## config.mk

```make
export PLATFORM = sky130hd
export DESIGN_NAME = hb_alert_ctrl
export DESIGN_NICKNAME = d
export VERILOG_FILES = /design/src/rtl/hb_alert_pkg.sv /design/src/rtl/hb_sched.sv /design/src/rtl/hb_msg_seq.sv /design/src/rtl/hb_rec_fsm.sv /design/src/rtl/hb_alert_ctrl.sv
export SDC_FILE = /design/constraint.sdc
export NUM_CORES = 1
export LEC_CHECK = 0
export ABC_CLOCK_PERIOD_IN_PS = 2500
export BUFFER_PORTS_ARGS = -buffer_cell sky130_fd_sc_hd__buf_2
export CAP_MARGIN = 20
export CORE_UTILIZATION = 47
export CTS_CLUSTER_DIAMETER = 50
export DETAILED_ROUTE_END_ITERATION = 10
export GPL_TIMING_DRIVEN = 0
export PLACE_DENSITY = 0.69
export SLEW_MARGIN = 20
export SYNTH_ARGS = -nofsm -noshare
export SYNTH_HDL_FRONTEND = slang
export SYNTH_SLANG_ARGS = --single-unit
```

## constraint.sdc

```tcl
create_clock -name clk -period 2.5 [get_ports clk]
set_input_delay 0 -clock clk [delete_from_list [all_inputs] [get_ports clk]]
set_output_delay 0 -clock clk [all_outputs]
set_load 0.01 [all_outputs]
```

## src/rtl/hb_alert_pkg.sv

```systemverilog
package hb_alert_pkg;

    typedef enum logic [1:0] {
        PWR_WORK  = 2'b00,
        PWR_SLEEP = 2'b01,
        PWR_OFF   = 2'b10,
        PWR_RSVD  = 2'b11
    } pwr_state_e;

    typedef enum logic {
        MSG_HB  = 1'b0,
        MSG_EVT = 1'b1
    } msg_kind_e;

    typedef enum logic [2:0] {
        REC_IDLE,
        REC_LOCK,
        REC_OFF,
        REC_WAIT,
        REC_FAILED
    } rec_state_e;

    // Heartbeats run when not working, or while locked up, or after failed recovery.
    function automatic logic hb_enabled(pwr_state_e p, logic lock, logic failed);
        return (p != PWR_WORK) || lock || failed;
    endfunction

    // Events are reported only before shutdown, and only when the schedule is live.
    function automatic logic evt_allowed(pwr_state_e p, logic hb_en);
        return hb_en && ((p == PWR_SLEEP) || (p == PWR_WORK));
    endfunction

endpackage

```

## src/rtl/hb_sched.sv

```systemverilog
module hb_sched #(
    parameter int unsigned HB_PERIOD = 31
) (
    input  logic clk,
    input  logic rst,
    input  logic active_i,
    input  logic evt_ok_i,
    input  logic evt_now_i,
    input  logic tick_i,
    input  logic busy_i,
    input  logic done_i,
    input  logic launch_evt_i,
    output logic evt_due_o,
    output logic hb_due_o
);
    localparam int unsigned CNT_W = $clog2(HB_PERIOD + 1);

    logic [CNT_W-1:0] cnt_q;
    logic             pend_q;
    logic             last_tick;

    assign last_tick = (cnt_q == CNT_W'(HB_PERIOD - 1));
    assign hb_due_o  = active_i && !busy_i && tick_i && last_tick;
    assign evt_due_o = evt_ok_i && (pend_q || evt_now_i);

    always_ff @(posedge clk) begin
        if (rst) begin
            cnt_q <= '0;
        end else if (done_i || !active_i) begin
            cnt_q <= '0;
        end else if (!busy_i && tick_i) begin
            cnt_q <= last_tick ? '0 : cnt_q + 1'b1;
        end
    end

    always_ff @(posedge clk) begin
        if (rst) begin
            pend_q <= 1'b0;
        end else if (!evt_ok_i || launch_evt_i) begin
            pend_q <= 1'b0;
        end else if (evt_now_i) begin
            pend_q <= 1'b1;
        end
    end

    // an event held back behind a message is not lost while still allowed
    p_pend_kept_r4: assert property (@(posedge clk) disable iff (rst)
        pend_q && evt_ok_i && !launch_evt_i |=> pend_q);

    // ticks arriving during an in-flight message are not counted
    p_count_frozen_r6: assert property (@(posedge clk) disable iff (rst)
        busy_i && !done_i && active_i |=> $stable(cnt_q));

endmodule

```

## src/rtl/hb_msg_seq.sv

```systemverilog
module hb_msg_seq
    import hb_alert_pkg::*;
#(
    parameter int unsigned SEQ_W = 8
) (
    input  logic             clk,
    input  logic             rst,
    input  logic             evt_due_i,
    input  logic             hb_due_i,
    input  logic             done_i,
    output logic             busy_o,
    output msg_kind_e        kind_o,
    output logic [SEQ_W-1:0] seq_o,
    output logic             launch_evt_o
);
    logic             busy_q;
    msg_kind_e        kind_q;
    logic [SEQ_W-1:0] seq_q;
    logic             launch;

    assign launch_evt_o = !busy_q && evt_due_i;
    assign launch       = launch_evt_o || (!busy_q && hb_due_i);

    always_ff @(posedge clk) begin
        if (rst) begin
            busy_q <= 1'b0;
            kind_q <= MSG_HB;
            seq_q  <= '0;
        end else if (busy_q && done_i) begin
            busy_q <= 1'b0;
        end else if (launch) begin
            busy_q <= 1'b1;
            kind_q <= launch_evt_o ? MSG_EVT : MSG_HB;
            seq_q  <= seq_q + 1'b1;
        end
    end

    assign busy_o = busy_q;
    assign kind_o = kind_q;
    assign seq_o  = seq_q;

    // descriptor is frozen while the serializer works on it
    p_req_hold_r5: assert property (@(posedge clk) disable iff (rst)
        busy_q && !done_i |=> busy_q && $stable(seq_q) && $stable(kind_q));

    // each new message advances the number by exactly one
    p_seq_step_r5: assert property (@(posedge clk) disable iff (rst)
        $rose(busy_q) |-> seq_q == SEQ_W'($past(seq_q) + 1'b1));

    // a due event wins over a heartbeat when idle
    p_evt_first_r4: assert property (@(posedge clk) disable iff (rst)
        !busy_q && evt_due_i |=> busy_q && kind_q == MSG_EVT);

endmodule

```

## src/rtl/hb_rec_fsm.sv

```systemverilog
module hb_rec_fsm
    import hb_alert_pkg::*;
#(
    parameter int unsigned FAIL_TICKS = 60
) (
    input  logic clk,
    input  logic rst,
    input  logic lock_i,
    input  logic ovr_i,
    input  logic wake_i,
    input  logic rst_try_i,
    input  logic tick_i,
    output logic reboot_o,
    output logic reset_o,
    output logic failed_o
);
    localparam int unsigned WCNT_W = $clog2(FAIL_TICKS + 1);

    rec_state_e        state_q, state_d;
    logic [WCNT_W-1:0] wcnt_q;
    logic              reboot_q, reset_q;
    logic              reboot_d, reset_d;
    logic              window_end;

    assign window_end = tick_i && (wcnt_q == WCNT_W'(FAIL_TICKS - 1));

    always_comb begin
        state_d  = state_q;
        reboot_d = 1'b0;
        reset_d  = 1'b0;
        case (state_q)
            REC_IDLE: begin
                if (lock_i) state_d = REC_LOCK;
            end
            REC_LOCK: begin
                if (!lock_i) begin
                    state_d = REC_IDLE;
                end else if (rst_try_i) begin
                    reset_d = 1'b1;
                    state_d = REC_WAIT;
                end else if (ovr_i) begin
                    state_d = REC_OFF;
                end
            end
            REC_OFF: begin
                if (!lock_i) begin
                    state_d = REC_IDLE;
                end else if (rst_try_i) begin
                    reset_d = 1'b1;
                    state_d = REC_WAIT;
                end else if (wake_i) begin
                    reboot_d = 1'b1;
                    state_d  = REC_WAIT;
                end
            end
            REC_WAIT: begin
                if (!lock_i) begin
                    state_d = REC_IDLE;
                end else if (window_end) begin
                    state_d = REC_FAILED;
                end
            end
            REC_FAILED: state_d = REC_FAILED;
            default:    state_d = REC_IDLE;
        endcase
    end

    always_ff @(posedge clk) begin
        if (rst) begin
            state_q  <= REC_IDLE;
            reboot_q <= 1'b0;
            reset_q  <= 1'b0;
        end else begin
            state_q  <= state_d;
            reboot_q <= reboot_d;
            reset_q  <= reset_d;
        end
    end

    always_ff @(posedge clk) begin
        if (rst || state_q != REC_WAIT) begin
            wcnt_q <= '0;
        end else if (tick_i) begin
            wcnt_q <= wcnt_q + 1'b1;
        end
    end

    assign reboot_o = reboot_q;
    assign reset_o  = reset_q;
    assign failed_o = (state_q == REC_FAILED);

    // never both requests at once, and each lasts one cycle
    p_single_req_r9: assert property (@(posedge clk) disable iff (rst)
        $onehot0({reboot_q, reset_q}));
    p_pulse_short_r9: assert property (@(posedge clk) disable iff (rst)
        (reboot_q || reset_q) |=> !(reboot_q || reset_q));
    // an attempt only follows a recorded lockup
    p_needs_lock_r9: assert property (@(posedge clk) disable iff (rst)
        (reboot_q || reset_q) |-> $past(lock_i));

    // failure is sticky and silent
    p_failed_sticky_r10: assert property (@(posedge clk) disable iff (rst)
        state_q == REC_FAILED |=> state_q == REC_FAILED);
    p_failed_silent_r10: assert property (@(posedge clk) disable iff (rst)
        $past(state_q == REC_FAILED) |-> !reboot_q && !reset_q);

endmodule

```

## src/rtl/hb_alert_ctrl.sv

```systemverilog
module hb_alert_ctrl
    import hb_alert_pkg::*;
#(
    parameter int unsigned HB_PERIOD  = 31,
    parameter int unsigned FAIL_TICKS = 60,
    parameter int unsigned EVT_W      = 4,
    parameter int unsigned SEQ_W      = 8
) (
    input  logic             clk,
    input  logic             rst,
    input  logic [1:0]       pwr_state_i,
    input  logic             tick_i,
    input  logic [EVT_W-1:0] hw_evt_i,
    input  logic             second_to_i,
    input  logic             pwrbtn_i,
    input  logic             pwrbtn_ovr_i,
    input  logic             pwrok_low_i,
    input  logic             smb_rst_i,
    input  logic             msg_done_i,
    output logic             msg_req_o,
    output logic             msg_type_o,
    output logic [SEQ_W-1:0] msg_seq_o,
    output logic             reboot_req_o,
    output logic             reset_req_o
);
    pwr_state_e pwr;
    logic       failed, hb_active, evt_ok;
    logic       evt_due, hb_due, launch_evt, busy;
    msg_kind_e  kind;

    assign pwr       = pwr_state_e'(pwr_state_i);
    assign hb_active = hb_enabled(pwr, second_to_i, failed);
    assign evt_ok    = evt_allowed(pwr, hb_active);

    hb_rec_fsm #(.FAIL_TICKS(FAIL_TICKS)) u_rec (
        .clk       (clk),
        .rst       (rst),
        .lock_i    (second_to_i),
        .ovr_i     (pwrbtn_ovr_i),
        .wake_i    (pwrbtn_i),
        .rst_try_i (pwrok_low_i || smb_rst_i),
        .tick_i    (tick_i),
        .reboot_o  (reboot_req_o),
        .reset_o   (reset_req_o),
        .failed_o  (failed)
    );

    hb_sched #(.HB_PERIOD(HB_PERIOD)) u_sched (
        .clk          (clk),
        .rst          (rst),
        .active_i     (hb_active),
        .evt_ok_i     (evt_ok),
        .evt_now_i    (|hw_evt_i),
        .tick_i       (tick_i),
        .busy_i       (busy),
        .done_i       (msg_done_i && busy),
        .launch_evt_i (launch_evt),
        .evt_due_o    (evt_due),
        .hb_due_o     (hb_due)
    );

    hb_msg_seq #(.SEQ_W(SEQ_W)) u_seq (
        .clk          (clk),
        .rst          (rst),
        .evt_due_i    (evt_due),
        .hb_due_i     (hb_due),
        .done_i       (msg_done_i),
        .busy_o       (busy),
        .kind_o       (kind),
        .seq_o        (msg_seq_o),
        .launch_evt_o (launch_evt)
    );

    assign msg_req_o  = busy;
    assign msg_type_o = (kind == MSG_EVT);

    // a quiet, healthy working platform stays quiet
    p_quiet_working_r3: assert property (@(posedge clk) disable iff (rst)
        !msg_req_o && pwr == PWR_WORK && !second_to_i && !failed |=> !msg_req_o);

    // a raised request is never withdrawn without done
    p_no_abort_r7: assert property (@(posedge clk) disable iff (rst)
        msg_req_o && !msg_done_i |=> msg_req_o);

endmodule

```

; After elaboration in Yosys (flattened, before gate mapping)
; Cells that the tools add are included.
[totals]
elab_cells = 76
output_inout_bits = 12
inputBits = 15
register_bits = 27
[classes]
n_reduce_logical = 34
add_sub_neg = 3
mux = 14
n_bitwise = 4
n_eq_ne = 12
[op_table]
columns = operator, n
row1 = 3-bit 2-to-1 mux, 9
row2 = 3-bit one-hot mux with 5 select lines, 1
row3 = 1-bit logical AND, 10
row4 = 1-bit logical OR, 9
row5 = "8-bit by 1-bit adder with 8-bit output, second input constant", 1
row6 = "4-bit by 3-bit != test with 1-bit output, second input constant", 2
row7 = 2-bit OR reduction, 4
row8 = 4-bit OR reduction, 2
row9 = "6-bit by 1-bit adder with 6-bit output, second input constant", 1
row10 = "3-bit by 2-bit equality test with 1-bit output, second input constant", 2
row11 = "6-bit equality test, second input constant", 1
row12 = "3-bit by 2-bit != test with 1-bit output, second input constant", 2
row13 = "5-bit by 1-bit adder with 5-bit output, second input constant", 1
row14 = "5-bit equality test, second input constant", 1
row15 = 5-bit 2-to-1 mux, 1
row16 = 1-bit inverter, 4
row17 = 4-bit AND reduction, 1
row18 = "3-bit by 1-bit equality test with 1-bit output, second input constant", 1
row19 = "3-bit equality test, second input constant", 1
row20 = 1-bit zero test, 3
row21 = 3-bit zero test, 1
row22 = 1-bit 2-to-1 mux, 3
row23 = 3-bit OR reduction, 1
row24 = "2-bit by 1-bit equality test with 1-bit output, second input constant", 1
row25 = 4 further kinds, 4

; Longest topological paths before layout
; Gate-level depths: netlist of the first run.
[depth]
word_depth = 9
depth_mapped = 7
ltp_nobuf = 6

; Cells and area by module
; From an unflattened synthesis of the first run, not the netlist that was laid out.
[unflattened]
hier_cells = 145
area_unflattened_um2 = 1320.0
[modules_own_cells]
columns = module, instances, area_each_um2, cells_per_inst
row1 = hb_rec_fsm, 1, 534.3, 57
row2 = hb_msg_seq, 1, 454.2, 49
row3 = hb_sched, 1, 296.5, 33
row4 = hb_alert_ctrl, 1, 35.0, 6

; Worst setup path after synthesis of the first run
; OpenSTA, ideal clock, no wires.
[synth_path]
kind = register to register
startpoint = register u_sched.cnt_q[0]
endpoint = register u_seq.seq_q[5] (netlist: u_seq.seq_o[5])
setup_time_ns = 0.121
period_less_slack_ns = 1.705
required_time_ns = 2.379
path_buffers = 1
setup_slack_ns = 0.795
t_arrival_ns = 1.583
path_stages_with_launch = 8
cell_sequence = dfxtp_1 > inv_1 > ha_1 > and4_1 > nand2_4 > buf_6 > a2111oi_2 > mux2_4
[synth_via]
elab_chain_len = 5
[synth_rtl]
columns = item, line
row1 = "start, declared", hb_sched.sv:18  ; logic [CNT_W-1:0] cnt_q;
row2 = "start signal, assigned", hb_sched.sv:32  ; cnt_q <= last_tick ? '0 : cnt_q + 1'b1;
row3 = 5-bit equality test, hb_sched.sv:22  ; assign last_tick = (cnt_q == CNT_W'(HB_PERIOD - 1));
row4 = 1-bit logical AND, hb_sched.sv:23  ; assign hb_due_o = active_i && !busy_i && tick_i && last_tick;
row5 = 1-bit logical AND, hb_msg_seq.sv:22  ; assign launch = launch_evt_o || (!busy_q && hb_due_i);
row6 = 1-bit logical OR, hb_msg_seq.sv:22
row7 = 2-bit AND reduction (no source line), --
row8 = "end signal, assigned", hb_msg_seq.sv:34  ; seq_q <= seq_q + 1'b1;
row9 = "end, declared", hb_msg_seq.sv:18  ; logic [SEQ_W-1:0] seq_q;
; Every way passes these cells.
; A chain may end at the register's enable or synchronous reset.

; Final worst setup path of the first run
[layout_path]
startpoint = register u_rec.state_q[1]
endpoint = register u_rec.reboot_q (netlist: u_rec.reboot_o)
[layout_via]
elab_chain_len = 3
[layout_rtl]
columns = item, line
row1 = "start, declared", hb_rec_fsm.sv:19  ; rec_state_e state_q, state_d;
row2 = "start signal, assigned", hb_rec_fsm.sv:74  ; state_q <= state_d;
row3 = 3-bit by 2-bit equality test with 1-bit output, hb_rec_fsm.sv:31  ; case (state_q)
row4 = 1-bit inverter (no source line), --
row5 = 4-bit OR reduction (no source line), --
row6 = "end signal, assigned", hb_rec_fsm.sv:75  ; reboot_q <= reboot_d;
row7 = "end, declared", hb_rec_fsm.sv:21  ; logic reboot_q, reset_q;
; Every way passes these cells.

==> impl_metrics.py, run 1 <==
metrics = {
    "outcome": {
        "outcome": "finished, final reports clean",
    },
    "synth": {
        "ys_ff_latch": 27,
        "yosys.area_share.adder": 0.0344,
        "synth_enable_flop_cells": 0,
        "ys_seq_area_frac": 0.372,
        "yosys.area_share.simple": 0.264,
        "synth-async-reset-ratio": 0,
        "synth_cell_type_count": 47,
        "yosys_warnings": 0,
        "synth_xor_area_frac": 0.0542,
        "synthFlopType": "dfxtp_1",
        "synthCells": 160,
        "synth-compound-area-share": 0.170,
        "synth_top_family_by_area": "simple AND/OR/NAND/NOR gates",
        "syn_nets": 179,
        "synthMuxAreaShare": 0.0525,
        "syn_area_um2": 1450,
        "avgSynthCellArea_um2": 9.09,
    },
    "global_routing": {
        "busiest_layer": "met2",
        "grt-ovfl-total": 0,
        "grtUsageMet2": 0.331,
        "grt_pass1_wl_mm": 5.15,
        "grt_max_degree": 17,
        "grt_pass1_vias": 1165,
        "track_usage": 0.195,
        "grt_antenna_before_repair": 0,
        "grtUsageMet1": 0.258,
        "grt_util_met3": 0.0246,
    },
    "finish": {
        "layout_common_cells": "27 x buf_2, 27 x dfxtp_1, 21 x nor2_1",
        "antennaDiodeCount": 0,
        "register_area_um2": 541,
        "final_cell_area_um2": 1700,
        "stdcell_count": 225,
        "area_growth_pct": 16.8,
        "multi_input_area_um2": 836,
        "layout.nets": 214,
        "nFillCells": 240,
        "drive_above_1_share": 0.237,
    },
    "clocking": {
        "ctsHoldBuffers": 5,
        "cts_buffer_depth": 2,
        "cts.clk_slew.worst_paths_ns": 0.16,
        "insertion_delay_ns": 0.34,
        "clock-root-buffer": "clkbuf_4",
        "clkSinkCount": 27,
        "post_cts_buffers": 0,
        "cts_htree_levels": 1,
        "cts_buffers": 3,
        "postCtsResizedCells": 0,
        "cts_tree": "done",
    },
    "timing": {
        "fin_setup_tns_ns": 0,
        "finalClockSkew_ns": 0.0131,
        "max-slew-margin-rel": 0.688,
        "period_share": 0.824,
        "hold_viol_final": 0,
        "fmaxAchievable_ghz": 0.486,
        "setup_violations": 0,
        "worst_pin_slew_ns": 0.462,
        "period_needed_ns": 2.06,
        "grt_setup_unrepaired": "no",
        "slew_viol_final": 0,
    },
    "power": {
        "powerDensity_nw_per_um2": 459,
        "ir_drop_uv": 327,
        "total_power_mw": 0.779,
        "p_leak_nw": 0.685,
    },
    "detailed_routing": {
        "first_pass_iters": 4,
        "drt_iter0_markers": 71,
        "drt_wl_total_mm": 3.02,
        "final_antenna_net_count": 0,
        "vias": 1293,
        "wl_per_cell_um": 13.4,
        "drc": 0,
        "viasPerCell": 5.75,
    },
    "floorplanning": {
        "dieWidth_um": 57.6,
        "die_h_um": 57.6,
        "core_area_um2": 2850,
        "placementRows": 19,
        "dieArea_um2": 3320,
        "ioPinCount": 27,
        "start_util": 0.510,
    },
    "place": {
        "dpl-instance-area_um2": 1620,
        "finalWeightedCongestion": 0.773,
        "hpwl_mm": 2.23,
        "place_inst": 216,
        "portBuffers": 25,
    },
    "worst_setup_path": {
        "start_kind": "register",
        "crit_type": "reg -> reg",
        "required_ns": 2.80,
        "cp_max_fo": 6,
        "worstPathArrival_ns": 2.36,
        "cp-end-kind": "register",
    },
    "hold_path": {
        "min_path_type": "in -> reg",
    },
    "run": {
        "max-cap-violations": 0,
    },
}
-- where the power goes --
part / internal (mW) / switching [mW] / total [mW]
clock network: 0.0614 / 0.139 / 0.200
registers: 0.444 / 0.0138 / 0.458
logic: 0.0567 / 0.0642 / 0.121
-- layer usage --
| layer | share of wire | wire [µm] |
|---|---|---|
| met1 | 0.47 | 1430 |
| met2 | 0.48 | 1440 |
| met3 | 0.040 | 120 |
| met4 | 0.011 | 33 |
| met5 | 0 | 0 |
-- registers in the layout (all words and copies together) (netlist names) --
signal	count
u_seq.busy_o	1
u_rec.reset_o	1
u_seq.kind_o	1
u_sched.pend_q	1
u_rec.wcnt_q	6
u_sched.cnt_q	5
u_rec.state_q	3
u_rec.reboot_o	1
u_seq.seq_o	8
-- stage by stage --
stage	hold WS [ns]	worst slack, ns	util
floorplan	0.0767	0.795	-
CTS	0.00370	0.449	0.595
finish	0.000786	0.441	0.595
detailed placement	0.248	0.654	0.567
global placement	0.233	0.705	0.567
global route	0.0398	0.295	0.595
-- cell usage after synthesis (2+ instances only) --
cell type  count  share of area
dfxtp_1       27           0.37
nor2_1        21          0.054
nand2_1        9          0.023
nand3_1        8          0.028
nor2b_1        7          0.030
inv_1          6          0.015
nand4_1        6          0.026
xor2_1         6          0.036
a21oi_1        5          0.017
o21ai_0        5          0.017
or3_1          5          0.022
a211o_1        4          0.024
ha_1           4          0.034
buf_6          3          0.023
clkbuf_1       3         0.0077
mux2_4         3          0.031
xnor2_1        3          0.018
a21o_1         2          0.010
buf_2          2         0.0069
mux2i_1        2          0.014
nor3_1         2         0.0069
o41ai_1        2          0.012
-- cell families (layout without fill, tap and decap cells) --
kind of cell / after synthesis / after routing
XOR/XNOR: 9 / 9
buffers and inverters: 14 / 48
multiplexers: 6 / 6
AND/OR/NAND/NOR: 70 / 70
adder cells (fa/ha/maj): 4 / 4
AO/OA/AOI/OAI: 30 / 30
flip-flops: 27 / 27
-- critical path, cell delays in order (launching register included) --
cell and delay, ns:
dfxtp_1 0.48, nor2b_1 0.24, nand2_1 0.12, or4_1 0.45
nor3b_1 0.18, dlygate4sd3_1 0.56
-- worst paths after layout --
check                                startpoint                   endpoint  slack, ns  depth (start not counted)
hold / removal                      pwrok_low_i   u_rec.reset_o$_SDFF_PP0_     0.0008                          3
setup / recovery  u_rec.state_q[1]$_SDFFE_PP0P_  u_rec.reboot_o$_SDFF_PP0_       0.44                          5
setup reg to reg  u_rec.state_q[1]$_SDFFE_PP0P_  u_rec.reboot_o$_SDFF_PP0_       0.44                          5
hold reg to reg       u_seq.kind_o$_SDFFE_PP0P_  u_seq.kind_o$_SDFFE_PP0P_       0.50                          2
-- final cells by class --
| cell class | count | share of cell area |
|---|---|---|
| Buffer | 8 | 0.0324 |
| Clock buffer | 3 | 0.0133 |
| Clock inverter | 1 | 0.00442 |
| Inverter | 6 | 0.0133 |
| Multi-Input combinational cell | 119 | 0.492 |
| Sequential cell | 27 | 0.318 |
| Tap cell | 31 | 0.0228 |
| Timing Repair Buffer | 30 | 0.103 |
Note: power is estimated with default switching activity, not from simulation.
==> run 2, diff against run 1 <==
- ABC_CLOCK_PERIOD_IN_PS: 2500 -> 2100
- clock period: 2.5 -> 2.1 ns (I/O delays scaled with it)
==> impl_metrics.py, run 2 (same netlist as run 1, synthesis figures left out) <==
metrics = {
    "detailed_routing": {
        "met3WireLength_um": 110,
        "highest_layer": "met4",
        "wl_met1_mm": 1.44,
        "vias": 1298,
        "viasPerCell": 5.77,
        "drt_wl_total_mm": 3.01,
        "wl_met2_mm": 1.43,
        "drt_iter0_markers": 66,
        "final_antenna_net_count": 0,
        "wl_per_cell_um": 13.4,
        "first_pass_iters": 4,
        "drc": 0,
    },
    "clocking": {
        "cts_tree": "done",
        "cts_htree_levels": 1,
        "clock-root-buffer": "clkbuf_4",
        "post_cts_buffers": 0,
        "insertion_delay_ns": 0.33,
        "cts_buffer_depth": 2,
        "cts.clk_slew.worst_paths_ns": 0.16,
        "cts_buffers": 3,
        "clkSinkCount": 27,
    },
    "worst_setup_path": {
        "required_ns": 2.39,
        "r2r.worst_path.cells": 5,
        "cp-end-kind": "register",
        "cp_max_fo": 6,
        "worstPathArrival_ns": 2.24,
        "start_kind": "register",
        "crit_type": "reg -> reg",
    },
    "floorplanning": {
        "ioPinCount": 27,
        "start_util": 0.510,
        "placementRows": 19,
        "dieArea_um2": 3320,
        "dieWidth_um": 57.6,
        "core_area_um2": 2850,
        "die_h_um": 57.6,
    },
    "finish": {
        "nFillCells": 239,
        "layout_common_cells": "27 x buf_2, 26 x dfxtp_1, 21 x nor2_1",
        "stdcell_count": 225,
        "register_area_um2": 542,
        "drive_above_1_share": 0.247,
        "antennaDiodeCount": 0,
        "layout.nets": 214,
        "multi_input_area_um2": 838,
        "area_growth_pct": 17.0,
        "largest_reg_flops": 8,
        "mostFrequentLayoutCell": "buf_2",
    },
    "global_routing": {
        "grt_antenna_before_repair": 0,
        "grt-ovfl-total": 0,
        "track_usage": 0.195,
        "grt_pass1_vias": 1165,
        "grt_max_degree": 17,
        "grt_pass1_wl_mm": 5.15,
    },
    "power": {
        "total_power_mw": 0.924,
        "p_leak_nw": 0.685,
        "powerDensity_nw_per_um2": 543,
        "ir_drop_uv": 388,
    },
    "timing": {
        "fmaxAchievable_ghz": 0.514,
        "max-slew-margin-rel": 0.688,
        "grt_setup_unrepaired": "no",
        "worst_pin_slew_ns": 0.462,
        "slew_viol_final": 0,
        "fin_setup_tns_ns": 0,
        "period_share": 0.926,
        "finalClockSkew_ns": 0.0120,
        "hold_viol_final": 0,
        "setup_violations": 0,
        "period_needed_ns": 1.94,
    },
    "run": {
        "max-cap-violations": 0,
    },
    "place": {
        "portBuffers": 25,
        "hpwl_mm": 2.23,
        "place_inst": 216,
        "finalWeightedCongestion": 0.773,
    },
    "outcome": {
        "outcome": "finished, final reports clean",
    },
    "hold_path": {
        "whs_path_depth": 3,
        "min_path_type": "in -> reg",
    },
}
[run 2: changes by cell type in the layout (fill, tap and decap cells not counted)]
cell	previous run	this run
dfxtp_1	27	26
nor2b_2	0	1
dfxtp_2	0	1
nor2b_1	7	6
[run 2: repair_timing]
item,CTS,global route
hold endpoints to repair,5,0
gates resized for setup,0,2
hold buffers,5,0
setup endpoints to repair,0,1
[run 2: cell type report]
type                            count  area share
Buffer                              8      0.0324
Clock buffer                        3      0.0132
Clock inverter                      1     0.00441
Inverter                            6      0.0132
Multi-Input combinational cell    119       0.493
Sequential cell                    27       0.318
Tap cell                           31      0.0228
Timing Repair Buffer               30       0.103
[run 2: path summary, 6_finish.rpt]
check	from	end	slack [ns]
hold reg to reg	u_seq.kind_o$_SDFFE_PP0P_	u_seq.kind_o$_SDFFE_PP0P_	0.50
setup reg to reg	u_rec.state_q[1]$_SDFFE_PP0P_	u_rec.reboot_o$_SDFF_PP0_	0.16
setup / recovery	u_rec.state_q[1]$_SDFFE_PP0P_	u_rec.reboot_o$_SDFF_PP0_	0.16
hold / removal	pwrok_low_i	u_rec.reset_o$_SDFF_PP0_	0.008
[run 2: worst max-delay path: stages, from the launching register on]
cell and delay, ns:
dfxtp_2 0.42, nor2b_2 0.20, nand2_1 0.10, or4_1 0.45, nor3b_1 0.18, dlygate4sd3_1 0.56
[run 2: metal layers]
layer,vias to the layer above,track usage
met5,-,0
met4,0,0.0592
met3,4,0.0246
met2,33,0.331
met1,614,0.258
li1,647,-
[run 2: metrics by stage]
stage	util	setup slack, ns	instance area [µm²]	hold slack (ns)
final	0.596	0.155	1700	0.00836
after global routing	0.596	0.0450	1700	0.0398
after CTS	0.595	0.0492	1700	0.00370
after detailed placement	0.567	0.254	1620	0.248
after global placement	0.567	0.305	1620	0.233
after floorplan	-	0.395	1450	0.0767
[run 2: power breakdown]
part	switching, mW	internal [mW]	total [mW]	leakage, nW
registers	0.0166	0.529	0.546	0.220
logic	0.0765	0.0678	0.144	0.452
clock network	0.161	0.0729	0.234	0.0139
total	0.254	0.670	0.924	0.685
==> run 3, diff against run 2 <==
- CORE_UTILIZATION: 47 -> 54
- PLACE_DENSITY: 0.69 -> 0.78
==> impl_metrics.py, run 3 (same netlist as run 1, synthesis figures left out) <==
metrics = {
    "outcome": {
        "outcome": "finished, final reports clean",
    },
    "finish": {
        "drive_above_1_share": 0.247,
        "final_cell_area_um2": 1700,
        "largest_reg_flops": 8,
        "area_growth_pct": 16.8,
        "layout_common_cells": "27 x buf_2, 26 x dfxtp_1, 21 x nor2_1",
        "mostFrequentLayoutCell": "buf_2",
        "layout.nets": 214,
        "stdcell_count": 224,
        "antennaDiodeCount": 0,
    },
    "timing": {
        "period_needed_ns": 1.95,
        "fmaxAchievable_ghz": 0.512,
        "finalClockSkew_ns": 0.00753,
        "setup_violations": 0,
        "max-slew-margin-rel": 0.624,
        "fin_setup_tns_ns": 0,
        "period_share": 0.930,
        "grt_setup_unrepaired": "no",
        "hold_viol_final": 0,
        "slew_viol_final": 0,
        "worst_pin_slew_ns": 0.556,
        "whs_ns": 0.0249,
    },
    "detailed_routing": {
        "viasPerCell": 5.75,
        "final_antenna_net_count": 0,
        "drc": 0,
        "first_pass_iters": 5,
        "wl_per_cell_um": 12.9,
        "drt_iter0_markers": 39,
        "drt_wl_total_mm": 2.90,
        "vias": 1289,
    },
    "worst_setup_path": {
        "cp_top_family": "simple AND/OR/NAND/NOR gates",
        "crit_slowest_cell": "dlygate4sd3_1",
        "worstPathArrival_ns": 2.23,
        "crit_path_cell_trace": "nor2b_2 > nand2_1 > or4_1 > nor3b_1 > dlygate4sd3_1",
        "crit_type": "reg -> reg",
        "start_kind": "register",
        "worst-path-buf-inv": 1,
        "required_ns": 2.38,
        "max_stage_delay_ns": 0.56,
        "cp-end-kind": "register",
        "cp_max_fo": 6,
    },
    "clocking": {
        "clkSinkCount": 27,
        "cts_buffer_depth": 2,
        "clock-root-buffer": "clkbuf_4",
        "insertion_delay_ns": 0.32,
        "cts.clk_slew.worst_paths_ns": 0.15,
        "cts_buffers": 3,
        "cts_tree": "done",
        "post_cts_buffers": 0,
        "cts_htree_levels": 1,
    },
    "hold_path": {
        "min_path_type": "in -> reg",
    },
    "floorplanning": {
        "start_util": 0.582,
        "die_h_um": 53.9,
        "dieArea_um2": 2900,
        "placementRows": 18,
        "ioPinCount": 27,
        "dieWidth_um": 53.9,
        "core_area_um2": 2500,
    },
    "place": {
        "finalWeightedCongestion": 0.805,
        "place_inst": 215,
        "dpl-instance-area_um2": 1620,
        "hpwl_mm": 2.16,
        "portBuffers": 25,
    },
    "global_routing": {
        "grt_pass1_wl_mm": 4.84,
        "grt_pass1_vias": 1147,
        "grt_antenna_before_repair": 0,
        "grt-ovfl-total": 0,
        "track_usage": 0.227,
        "grt_max_degree": 16,
    },
    "power": {
        "power.share.combinational": 0.160,
        "switching_share": 0.268,
        "powerDensity_nw_per_um2": 538,
        "p_clk_frac": 0.243,
        "internal_power_mw": 0.669,
        "ir_drop_uv": 354,
        "seqPwrFrac": 0.597,
        "p_sw_mw": 0.245,
        "p_leak_nw": 0.689,
    },
    "run": {
        "max-cap-violations": 0,
    },
}
run 3: cell types whose count changed in the layout (fill, tap and decap cells not counted), sizes merged:
cell	change
clkinv	+1
clkinvlp	-1
run 3: power groups by stage:
| stage | logic [mW] | registers [mW] | clock network [mW] |
|---|---|---|---|
| after global routing | 0.162 | 0.550 | 0.244 |
| after floorplan | 0.0918 | 0.557 | 0 |
| after CTS | 0.146 | 0.546 | 0.238 |
| final | 0.146 | 0.546 | 0.222 |
| after detailed placement | 0.139 | 0.557 | 0 |
| after global placement | 0.133 | 0.556 | 0 |
run 3: worst reg2reg max path, cell delays in order, from the launching register on:
cell and delay [ns]:
dfxtp_2 0.41, nor2b_2 0.22, nand2_1 0.10, or4_1 0.44
nor3b_1 0.18, dlygate4sd3_1 0.56
run 3: final timing paths:
path,slack [ns],cells after the start,from,endpoint
setup / recovery,0.15,5,u_rec.state_q[1]$_SDFFE_PP0P_,u_rec.reboot_o$_SDFF_PP0_
hold / removal,0.02,3,rst,u_seq.busy_o$_SDFFE_PP0P_
setup reg to reg,0.15,5,u_rec.state_q[1]$_SDFFE_PP0P_,u_rec.reboot_o$_SDFF_PP0_
hold reg to reg,0.49,2,u_seq.kind_o$_SDFFE_PP0P_,u_seq.kind_o$_SDFFE_PP0P_
run 3: through the flow:
step | worst slack, ns | power [mW] | utilization
after CTS | 0.0525 | 0.930 | 0.678
after global placement | 0.310 | 0.689 | 0.647
final | 0.146 | 0.914 | 0.679
after detailed placement | 0.245 | 0.696 | 0.647
after floorplan | 0.395 | 0.649 | -
after global routing | 0.0232 | 0.955 | 0.679
run 3: cell type report:
type	instances	area, µm²
multi-input cells	119	838
fillers	208	802
flip-flops and latches	27	542
repair buffers	30	175
plain buffers	8	55.1
well taps	30	37.5
clock buffers	3	22.5
inverters	6	22.5
clock inverters	1	5.00
run 3: what timing repair did:
item / 4_1_cts / 5_1_grt
endpoints found under the hold margin: 6 / 0
hold buffers: 5 / 0
resized for setup: 0 / 2
setup endpoints to repair: 0 / 1
run 3: metal layers:
metal  routed length (µm)  global-route usage  vias to the layer above
li1                     -                   -                      643
met1                 1350               0.304                      607
met2                 1420               0.368                       37
met3                  115              0.0282                        2
met4                   12              0.0833                        0
met5                    0                   0                        -
